### config.mk
export PLATFORM = sky130hd
export DESIGN_NAME = tofr_reducer
export DESIGN_NICKNAME = d
export VERILOG_FILES = /design/src/rtl/tofr_pkg.sv /design/src/rtl/tofr_pair_check.sv /design/src/rtl/tofr_gate_store.sv /design/src/rtl/tofr_reducer.sv
export SDC_FILE = /design/constraint.sdc
export NUM_CORES = 1
export LEC_CHECK = 0
export ABC_AREA = 1
export BUFFER_PORTS_ARGS = -buffer_cell sky130_fd_sc_hd__buf_4
export CAP_MARGIN = 20
export CORE_MARGIN = 1
export CORE_UTILIZATION = 50
export CTS_BUF_LIST = sky130_fd_sc_hd__clkbuf_2
export DETAILED_ROUTE_END_ITERATION = 12
export PLACE_DENSITY = 0.65
export SLEW_MARGIN = 20
export SYNTH_ARGS = -nofsm -noshare
export SYNTH_HDL_FRONTEND = slang
export SYNTH_HIERARCHICAL = 1
export SYNTH_SLANG_ARGS = --single-unit
### constraint.sdc
create_clock -name clk -period 6.95 [get_ports clk]
set_clock_uncertainty 0.05 [all_clocks]
set_input_delay 0.3475 -clock clk [delete_from_list [all_inputs] [get_ports clk]]
set_output_delay 0.3475 -clock clk [all_outputs]
set_load 0.01 [all_outputs]
### src/rtl/tofr_pkg.sv
package tofr_pkg;

  typedef enum logic [2:0] {
    ST_IDLE  = 3'd0,
    ST_SCAN  = 3'd1,
    ST_SHIFT = 3'd2,
    ST_DRAIN = 3'd3,
    ST_DONE  = 3'd4
  } tofr_state_e;

endpackage

### src/rtl/tofr_pair_check.sv
// Compares a reference gate p with a candidate gate k.
// same     : k matches p (R3 rules).
// conflict : k cannot commute with p (R5 rules).
module tofr_pair_check #(
  parameter int N_LINES = 3,
  parameter int TW      = 2,
  parameter int GW      = 8
) (
  input  logic [GW-1:0] gate_p,
  input  logic [GW-1:0] gate_k,
  output logic          same,
  output logic          conflict
);

  logic [TW-1:0]      tgt_p, tgt_k;
  logic [N_LINES-1:0] ctl_p, ctl_k, pol_p, pol_k;
  logic [N_LINES-1:0] line_p, line_k;

  assign tgt_p = gate_p[GW-1 -: TW];
  assign tgt_k = gate_k[GW-1 -: TW];
  assign ctl_p = gate_p[2*N_LINES-1:N_LINES];
  assign ctl_k = gate_k[2*N_LINES-1:N_LINES];
  assign pol_p = gate_p[N_LINES-1:0];
  assign pol_k = gate_k[N_LINES-1:0];

  // One-hot line of each target.
  assign line_p = N_LINES'(1) << tgt_p;
  assign line_k = N_LINES'(1) << tgt_k;

  always_comb begin
    same     = (tgt_p == tgt_k) && (ctl_p == ctl_k) &&
               ((pol_p & ctl_p) == (pol_k & ctl_k));
    conflict = (|(ctl_k & line_p)) || (|(ctl_p & line_k));
  end

endmodule

### src/rtl/tofr_gate_store.sv
// Ordered gate storage: one write port, a single-entry shift-down, two reads.
module tofr_gate_store #(
  parameter int GW    = 8,
  parameter int DEPTH = 16,
  parameter int AW    = 4
) (
  input  logic          clk,
  input  logic          rst_n,
  input  logic          wr_en,
  input  logic [AW-1:0] wr_idx,
  input  logic [GW-1:0] wr_data,
  input  logic          sh_en,
  input  logic [AW-1:0] sh_idx,
  input  logic [AW-1:0] rd_a_idx,
  output logic [GW-1:0] rd_a,
  input  logic [AW-1:0] rd_b_idx,
  output logic [GW-1:0] rd_b
);

  logic [GW-1:0] ent [DEPTH];
  logic [GW-1:0] nxt [DEPTH];

  for (genvar e = 0; e < DEPTH; e++) begin : g_ent
    localparam logic [AW-1:0] EIDX = AW'(e);
    if (e < DEPTH - 1) begin : g_mid
      // Entry e takes the entry above it when the gap sits at e.
      assign nxt[e] = (wr_en && wr_idx == EIDX)  ? wr_data   :
                      (sh_en && sh_idx == EIDX)  ? ent[e+1]  : ent[e];
    end else begin : g_top
      assign nxt[e] = (wr_en && wr_idx == EIDX)  ? wr_data   : ent[e];
    end
  end

  always_ff @(posedge clk) begin
    if (!rst_n) begin
      for (int e = 0; e < DEPTH; e++) ent[e] <= '0;
    end else begin
      for (int e = 0; e < DEPTH; e++) ent[e] <= nxt[e];
    end
  end

  assign rd_a = ent[rd_a_idx];
  assign rd_b = ent[rd_b_idx];

endmodule

### src/rtl/tofr_reducer.sv
module tofr_reducer
  import tofr_pkg::*;
#(
  parameter int  N_LINES = 3,
  parameter int  DEPTH   = 16,
  localparam int TW      = (N_LINES > 1) ? $clog2(N_LINES) : 1,
  localparam int GW      = TW + 2 * N_LINES,
  localparam int CW      = $clog2(DEPTH + 1)
) (
  input  logic          clk,
  input  logic          rst_n,
  input  logic          in_valid,
  output logic          in_ready,
  input  logic [GW-1:0] in_gate,
  input  logic          in_last,
  output logic          out_valid,
  input  logic          out_ready,
  output logic [GW-1:0] out_gate,
  output logic          out_last,
  output logic          busy,
  output logic          done,
  output logic [CW-1:0] gate_count,
  output logic [CW-1:0] removed_count
);

  localparam int            AW    = (DEPTH > 1) ? $clog2(DEPTH) : 1;
  localparam logic [CW-1:0] ONE   = CW'(1);
  localparam logic [CW-1:0] FULL  = CW'(DEPTH);

  tofr_state_e   state;
  logic [CW-1:0] cnt, rem;
  logic [CW-1:0] i_r, j_r;       // reference gate, candidate partner
  logic          blocked;        // a gate between i and j cannot commute
  logic          changed;        // this pass removed something
  logic [CW-1:0] sh_ptr, sh_sec; // current gap, second gap to close
  logic          sh_pend;
  logic [CW-1:0] out_ptr;

  logic [CW-1:0] ip1, jp1, shp1, outp1, load_base, new_cnt;
  logic          accept, wr_en, sh_en, same, conflict;
  logic [AW-1:0] wr_idx, rd_a_idx, rd_b_idx;
  logic [GW-1:0] gate_a, gate_b;

  assign ip1    = i_r + ONE;
  assign jp1    = j_r + ONE;
  assign shp1   = sh_ptr + ONE;
  assign outp1  = out_ptr + ONE;

  assign in_ready  = (state == ST_IDLE) || (state == ST_DONE);
  assign accept    = in_valid && in_ready;
  assign load_base = (state == ST_DONE) ? '0 : cnt;
  assign new_cnt   = load_base + ONE;

  assign wr_en    = accept;
  assign wr_idx   = load_base[AW-1:0];
  assign sh_en    = (state == ST_SHIFT) && (shp1 < cnt);
  assign rd_a_idx = (state == ST_DRAIN) ? out_ptr[AW-1:0] : i_r[AW-1:0];
  assign rd_b_idx = j_r[AW-1:0];

  tofr_gate_store #(
    .GW    (GW),
    .DEPTH (DEPTH),
    .AW    (AW)
  ) u_store (
    .clk      (clk),
    .rst_n    (rst_n),
    .wr_en    (wr_en),
    .wr_idx   (wr_idx),
    .wr_data  (in_gate),
    .sh_en    (sh_en),
    .sh_idx   (sh_ptr[AW-1:0]),
    .rd_a_idx (rd_a_idx),
    .rd_a     (gate_a),
    .rd_b_idx (rd_b_idx),
    .rd_b     (gate_b)
  );

  tofr_pair_check #(
    .N_LINES (N_LINES),
    .TW      (TW),
    .GW      (GW)
  ) u_pair (
    .gate_p   (gate_a),
    .gate_k   (gate_b),
    .same     (same),
    .conflict (conflict)
  );

  always_ff @(posedge clk) begin
    if (!rst_n) begin
      state   <= ST_IDLE;
      cnt     <= '0;
      rem     <= '0;
      i_r     <= '0;
      j_r     <= '0;
      blocked <= 1'b0;
      changed <= 1'b0;
      sh_ptr  <= '0;
      sh_sec  <= '0;
      sh_pend <= 1'b0;
      out_ptr <= '0;
    end else begin
      unique case (state)
        ST_IDLE, ST_DONE: begin
          if (accept) begin
            if (state == ST_DONE) rem <= '0;
            cnt <= new_cnt;
            if (in_last || new_cnt == FULL) begin
              state   <= ST_SCAN;
              i_r     <= '0;
              j_r     <= ONE;
              blocked <= 1'b0;
              changed <= 1'b0;
            end else begin
              state <= ST_IDLE;
            end
          end
        end
        ST_SCAN: begin
          if (ip1 >= cnt) begin
            // End of a pass.
            if (changed) begin
              i_r     <= '0;
              j_r     <= ONE;
              blocked <= 1'b0;
              changed <= 1'b0;
            end else begin
              state   <= (cnt == '0) ? ST_DONE : ST_DRAIN;
              out_ptr <= '0;
            end
          end else if (j_r >= cnt || blocked) begin
            // No partner possible for gate i: move on.
            i_r     <= ip1;
            j_r     <= ip1 + ONE;
            blocked <= 1'b0;
          end else if (same) begin
            // Remove the later gate first, then gate i.
            state   <= ST_SHIFT;
            sh_ptr  <= j_r;
            sh_sec  <= i_r;
            sh_pend <= 1'b1;
          end else begin
            blocked <= conflict;
            j_r     <= jp1;
          end
        end
        ST_SHIFT: begin
          if (shp1 < cnt) begin
            sh_ptr <= shp1;
          end else begin
            cnt <= cnt - ONE;
            rem <= rem + ONE;
            if (sh_pend) begin
              sh_ptr  <= sh_sec;
              sh_pend <= 1'b0;
            end else begin
              state   <= ST_SCAN;
              j_r     <= ip1;
              blocked <= 1'b0;
              changed <= 1'b1;
            end
          end
        end
        ST_DRAIN: begin
          if (out_ready) begin
            if (outp1 >= cnt) state <= ST_DONE;
            else              out_ptr <= outp1;
          end
        end
        default: state <= ST_IDLE;
      endcase
    end
  end

  assign out_valid     = (state == ST_DRAIN);
  assign out_gate      = gate_a;
  assign out_last      = (state == ST_DRAIN) && (outp1 == cnt);
  assign busy          = (state == ST_SCAN) || (state == ST_SHIFT);
  assign done          = (state == ST_DONE);
  assign gate_count    = cnt;
  assign removed_count = rem;

endmodule

After elaboration in Yosys (flattened, before gate mapping). Memory sizes are Yosys's and may differ from the RTL's. A register that Yosys moved wholly into a read port is not among the register bits. Index checks and enable logic that the tools add are counted.

Word-level logic and storage cells: 287. Memories: 1. Flip-flop bits (word level): 41. Input port bits: 13. RAM bits: 128.

Memory list: u_store.ent (words 16, bits a word 8, rd ports 17, clocked after Yosys merged registers in 1, wr ports 16, RTL line tofr_gate_store.sv:20) `logic [GW-1:0] ent [DEPTH];`.

Multiplexer cells: 116. $lt $le $gt $ge: 4. Eq/ne operators: 59. Bitwise gates (word level): 22. Shift-type cells: 2. Reduce and logical (&&, ||, !) cells: 64. Add/subtract/negate cells: 8.

Operators by type and width (count): $mux W8 (47); $mux W5 (28); $eq A4 B4 Y1 const B (15); $pmux W5 S2 (5); $logic_and A1 B1 Y1 (36); $add A5 B1 Y5 const B (7); $eq A4 B3 Y1 const B (8); $mux W3 (10); $ne A2 B2 Y1 const B (11); $reduce_and A5 Y1 (4); $mux W1 (18); $ne A3 B3 Y1 const B (6); $eq A4 B2 Y1 const B (4); $or A1 B1 Y1 (16); $ge A5 B5 Y1 (3); $pmux W5 S3 (1); $and A3 B3 Y3 (4); $mux W4 (3); $pmux W3 S4 (1); $eq A4 B1 Y1 const B (2); $logic_not A4 Y1 (2); $reduce_and A4 Y1 (2); $reduce_and A8 Y1 (1); $reduce_bool A2 Y1 (4); other kinds (25) (37).

Depth between registers and ports, before layout. An unclocked memory read counts as a cell.

Depth in word-level cells: 12. Gate-level depth with buffers: 29.

Hierarchy. Netlist, hierarchy kept.

Modules (own cells, without submodules): tofr_gate_store (seq. area each 2642.5 sq um, instances 1, cells an instance 1540, area an instance 8876.0 sq um); tofr_reducer (seq. area each 820.8 sq um, instances 1, cells an instance 480, area an instance 3161.8 sq um); tofr_pair_check (seq. area each 0.0 sq um, instances 1, cells an instance 47, area an instance 202.7 sq um).

Least setup slack after synthesis. OpenSTA, ideal clock, no wires.

Kind: register to register. From: register state[0]. To: register j_r[0]. Buffers on the path: 4. Library setup time: 0.113 ns. Required time: 6.787 ns. Cell stages (with the launch flop): 28. Data arrival time: 3.523 ns. Setup slack: 3.264 ns. Path through: dfxtp_1 inv_1 nor2_2 nand2_1 inv_1 clkbuf_1 o21ai_0 clkbuf_1 inv_1 buf_2 buf_1 nand3_1 nand3_1 nand3_1 nand2_1 inv_1 nand2_1 nand2_1 nor2_1 nand3_1 nor2_1 nand4_1 o21bai_1 nor2_4 nand3_4 inv_2 nor2_1 nor2_1.

Cells in the longest elaborated chain, start to end: 8.

Ends and longest elaborated chain: start, declared (RTL line tofr_reducer.sv:30) `tofr_state_e state;`; start signal, assigned (RTL line tofr_reducer.sv:128) `state <= (cnt == '0) ? ST_DONE : ST_DRAIN;`; $eq A3 B2 Y1 *; named net out_valid (RTL line tofr_reducer.sv:16) `output logic out_valid,`; $mux W4 * (RTL line tofr_reducer.sv:57) `assign rd_a_idx = (state == ST_DRAIN) ? out_ptr[AW-1:0] : i_r[AW-1:0];`; named net rd_a_idx[1] (RTL line tofr_reducer.sv:41) `logic [AW-1:0] wr_idx, rd_a_idx, rd_b_idx;`; $mem_v2 Z16 W8 *; named net out_gate[4] (RTL line tofr_reducer.sv:18) `output logic [GW-1:0] out_gate,`; $and A3 B3 Y3 / $eq A3 B3 Y1 (equally long branches) (RTL line tofr_pair_check.sv:32, tofr_pair_check.sv:31); $eq A3 B3 Y1 / $logic_and A1 B1 Y1 (equally long branches) (RTL line tofr_pair_check.sv:32, tofr_pair_check.sv:31); $logic_and A1 B1 Y1 * (RTL line tofr_pair_check.sv:31) `same = (tgt_p == tgt_k) && (ctl_p == ctl_k) &&`; named net same (RTL line tofr_reducer.sv:40) `logic accept, wr_en, sh_en, same, conflict;`; $ne A4 B4 Y1 (no source line) *; $reduce_and A7 Y1 (no source line) *; end signal, assigned (RTL line tofr_reducer.sv:134) `j_r <= ip1 + ONE;`; end signal, assigned (RTL line tofr_reducer.sv:144) `j_r <= jp1;`; end signal, assigned (RTL line tofr_reducer.sv:158) `j_r <= ip1;`; end, declared (RTL line tofr_reducer.sv:32) `logic [CW-1:0] i_r, j_r;`.

The timed path passes the listed nets; every way through them passes the cells marked *. A chain may end at the register's enable or synchronous reset.

Worst setup path in the final report.
From: register state[0]. To: register j_r[0].

Cells in the longest elaborated chain, start to end: 8.

Ends and longest elaborated chain: $eq A3 B2 Y1 * (RTL line tofr_reducer.sv:57); $mux W4 * (RTL line tofr_reducer.sv:57); named net rd_a_idx[1] (RTL line tofr_reducer.sv:41); $mem_v2 Z16 W8 *; $and A3 B3 Y3 (tied with other cells) (RTL line tofr_pair_check.sv:32) `((pol_p & ctl_p) == (pol_k & ctl_k));`; $eq A3 B3 Y1 / $logic_and A1 B1 Y1 (equally long branches) (RTL line tofr_pair_check.sv:32, tofr_pair_check.sv:31); $logic_and A1 B1 Y1 * (RTL line tofr_pair_check.sv:31); named net same (RTL line tofr_reducer.sv:40); $ne A4 B4 Y1 (no source line) *; $reduce_and A7 Y1 (no source line) *.

Marked as above.

==> key figures <==
Hold path
  • Worst Min Path Start: out_ready
  • Min-Delay Path Class: input pin to register

Cells and area
  • Sequential Area: 3470 sq um
  • Area of the multi-input gates: between 7000 and 8000 sq um
  • Post-Layout Inst Area: 13000 sq um
  • Nets: between 2000 and 2500
  • Share of cells above drive strength 1: 7.20%
  • Area growth syn-to-layout: 6.06%
  • # fillers: 2533

STA
  • Final hold slack: roughly 0.054 ns
  • PnR worst setup slack: 2.17 ns
  • Fmax: roughly 210 MHz
  • Max transition margin: a little under a third
  • Setup TNS Final: 0 ns
  • Worst Tran Pin Value: 1.03 ns
  • Final Setup Violations: 0
  • Unrepaired setup endpoints after global routing: false
  • Final Cycle Share: between 60 and 70%
  • Final min period: about 4.8 ns
  • Final Hold Viols: 0
  • Max Slew Vio Count: 0

Global routing
  • Vias in the first global route: around 12000
  • Initial antenna violation count: 1
  • First-pass GRT wire length: slightly above 70 mm
  • Total track usage: about two fifths
  • Largest net degree at the start of global routing: 73
  • Overflow after GRT: 0

Detailed routing
  • Routed via count: between 10000 and 15000
  • Final wirelength: about 47 mm
  • First-pass detailed-route iteration total: 6
  • DRT antenna net count: 0
  • DR WL/cell: 19.9 um
  • Routed vias/inst: roughly 5.8
  • Detailed-route DRC error count: 0
  • First-iteration detailed-routing DRC count: around 1800

Logic synthesis
  • EDFF count, synth: 8
  • Dominant synthesized flop cell: dfxtp_1
  • YS warnings: 6
  • Area leader, netlist: dfxtp_1
  • Synthesized cell area: 12200 sq um
  • Async S/R FF share, synth: 0%
  • Syn Area/Cell: a little under 6 sq um
  • Synth Area in Compound Gates: 14.7%
  • Synth Area in Adders: 2.66%
  • Top cells by area, synth: dfxtp_1, nand2_1, nand3_1
  • Syn nets: 2106
  • Main combinational cell family by area after synthesis: simple AND/OR/NAND/NOR gates
  • Post-Synthesis Cells: 2067
  • Most numerous cell in the Yosys netlist: nand2_1
  • Top cell type's share of synthesized area: a little over a quarter
  • Mux share of post-synthesis cell area: 0%
  • Synth unique cells: 45
  • Sequential cell area fraction in the yosys report: between 20 and 30%
  • Post-Synth Simple-Gate Area: a little over two fifths
  • Yosys reg bits: ~170
  • Post-synthesis xor/xnor area fraction: 1.14%
  • Top cells by count, synth: nand2_1, nor2_1, nand3_1

Floorplan
  • Core area: about 24000 sq um
  • Die ar.: roughly 25000 sq um
  • Die Wd: 158 um
  • Initial core utilization: between 50% and 60%
  • Cell Rows: 56
  • DIE HEIGHT: between 150 and 200 um
  • IO Count: 36

Pwr
  • PwrDens: between 300 and 400 nW/um^2
  • Total power: just over 4 mW
  • Leak pwr: around 5.8 nW
  • Max VDD drop: 164 uV

Worst setup path
  • Reg2Reg Setup Slack: 2.17 ns
  • Crit Path Category: register to register
  • Crit. End Element: register
  • RR Endpoint: j_r[0]$_SDFFE_PN0P_
  • CP arrival: 5.45 ns
  • R2R depth: 26
  • Crit start category: register
  • Worst setup startpoint: state[0]$_SDFFE_PN0P_
  • Worst R2R Start: state[0]$_SDFFE_PN0P_
  • Crit path to: j_r[0]$_SDFFE_PN0P_
  • Worst Path Required: approximately 7.6 ns
  • CP Max Fanout: 36

Clocking
  • Worst skew pair latency: 0.82 ns
  • Sink Count: roughly 170
  • # H-tree levels: 4
  • CTS Buf Count: 17
  • TritonCTS clock tree: done
  • CTS clk-pin slew, worst paths: 0.32 ns
  • Clk buf depth: 2
  • Post-CTS setup buffers: 0
  • Root Driver: clkbuf_2

Placement
  • Port buffer count: 35
  • HPWL Detailed: about 34 mm
  • RD Place Congestion: 1.00
  • Dpl cell area: 12600 sq um
  • DP Worst Slack: around 2.3 ns

Outcome
  • Status: finished clean

Flow run
  • Maxcap violations: 0
registers in the layout (all words and copies together) (netlist names):
name	count
blocked	1
changed	1
gate_count	5
i_r	5
j_r	5
out_ptr	5
removed_count	5
sh_pend	1
sh_ptr	5
sh_sec	5
state	3
u_store/ent	128
repair_timing:
item | in CTS | in global routing
endpoints found under the setup margin | 0 | 0
hold endpoints to repair | 55 | 0
gates resized for setup | 0 | 0
hold buffers | 10 | 0
power by group:
part | switching [mW] | internal, mW | total, mW | leakage (nW)
clock | 0.444 | 0.192 | 0.636 | 0.168
sequential | 0.166 | 1.10 | 1.26 | 1.39
combinational | 1.57 | 0.682 | 2.25 | 4.25
total | 2.18 | 1.97 | 4.15 | 5.81
final cells by class:
cell class                      count  share of cell area, %
Clock inverter                     15                   1.64
Multi-Input combinational cell   1579                   58.0
Sequential cell                   169                   26.7
Timing Repair Buffer               58                   3.55
Antenna cell                        3                 0.0578
Clock buffer                       17                  0.655
Inverter                          217                   6.29
Tap cell                          319                   3.07
worst max-delay path, cell delays in order, from the launching register on:
cell and delay, ns:
dfxtp_1 0.46, inv_1 0.11, nor2_2 0.18, nand2_1 0.22, inv_1 0.34, nand2_1 0.11
o21ai_2 0.07, buf_4 0.41, inv_1 0.52, nor2_1 0.22, nand2_1 0.07, nand3_1 0.06
nand3_1 0.10, nand2_1 0.18, inv_1 0.06, nand2_1 0.06, nand2_1 0.05, nor2_1 0.10
nand3_1 0.10, nor2_1 0.34, nand4_1 0.20, o21bai_1 0.27, nor2_4 0.08, nand3_4 0.10
inv_2 0.05, nor2_1 0.08, nor2_1 0.05
per-stage QoR:
stage,cells,utilization [%]
4_1_cts,2374,54.6
6_report,2377,54.7
5_1_grt,2376,54.6
3_5_place_dp,2332,52.9
3_3_place_gp,2332,52.9
2_1_floorplan,2067,-
cells in the final DEF (no fill, tap or decap), types with 4 or more instances in the layout:
master,n
edfxtp_1,8
nor2_1,340
nand3_2,5
clkbuf_2,17
nor2_2,11
dfxtp_1,160
buf_4,48
inv_1,202
xor2_1,13
nand3_4,4
ha_1,26
nand2_1,537
nand2_4,5
a21oi_1,105
inv_8,4
o21ai_0,129
o211ai_1,60
o21ai_1,9
inv_2,12
clkinv_8,4
nand3_1,266
nand4_1,25
nor2_4,6
dlygate4sd3_1,10
nand2_2,10
a22oi_1,4
worst min-delay path by stage:
stage	end	cells after the start
final	out_ptr[4]$_SDFFE_PN0P_	6
after global routing	out_ptr[2]$_SDFFE_PN0P_	6
after CTS	out_ptr[4]$_SDFFE_PN0P_	6
after detailed placement	changed$_SDFFE_PN0P_	2
after global placement	i_r[4]$_SDFFE_PN0P_	2
after floorplan	changed$_SDFFE_PN0P_	2
logic make-up after synthesis:
group | Yosys count
compound gates | 319
flops | 169
buf+inv | 319
fa+ha+maj | 26
xor+xnor | 16
simple gates | 1218
metal layers:
metal	track usage, %	vias up	part of all wire, %
met5	0	-	0
met4	21.6	0	5.9
met3	8.63	171	9.3
met2	58.5	672	43
met1	49.4	6326	42
li1	-	6656	-
Power figures use the tool's default switching activity.
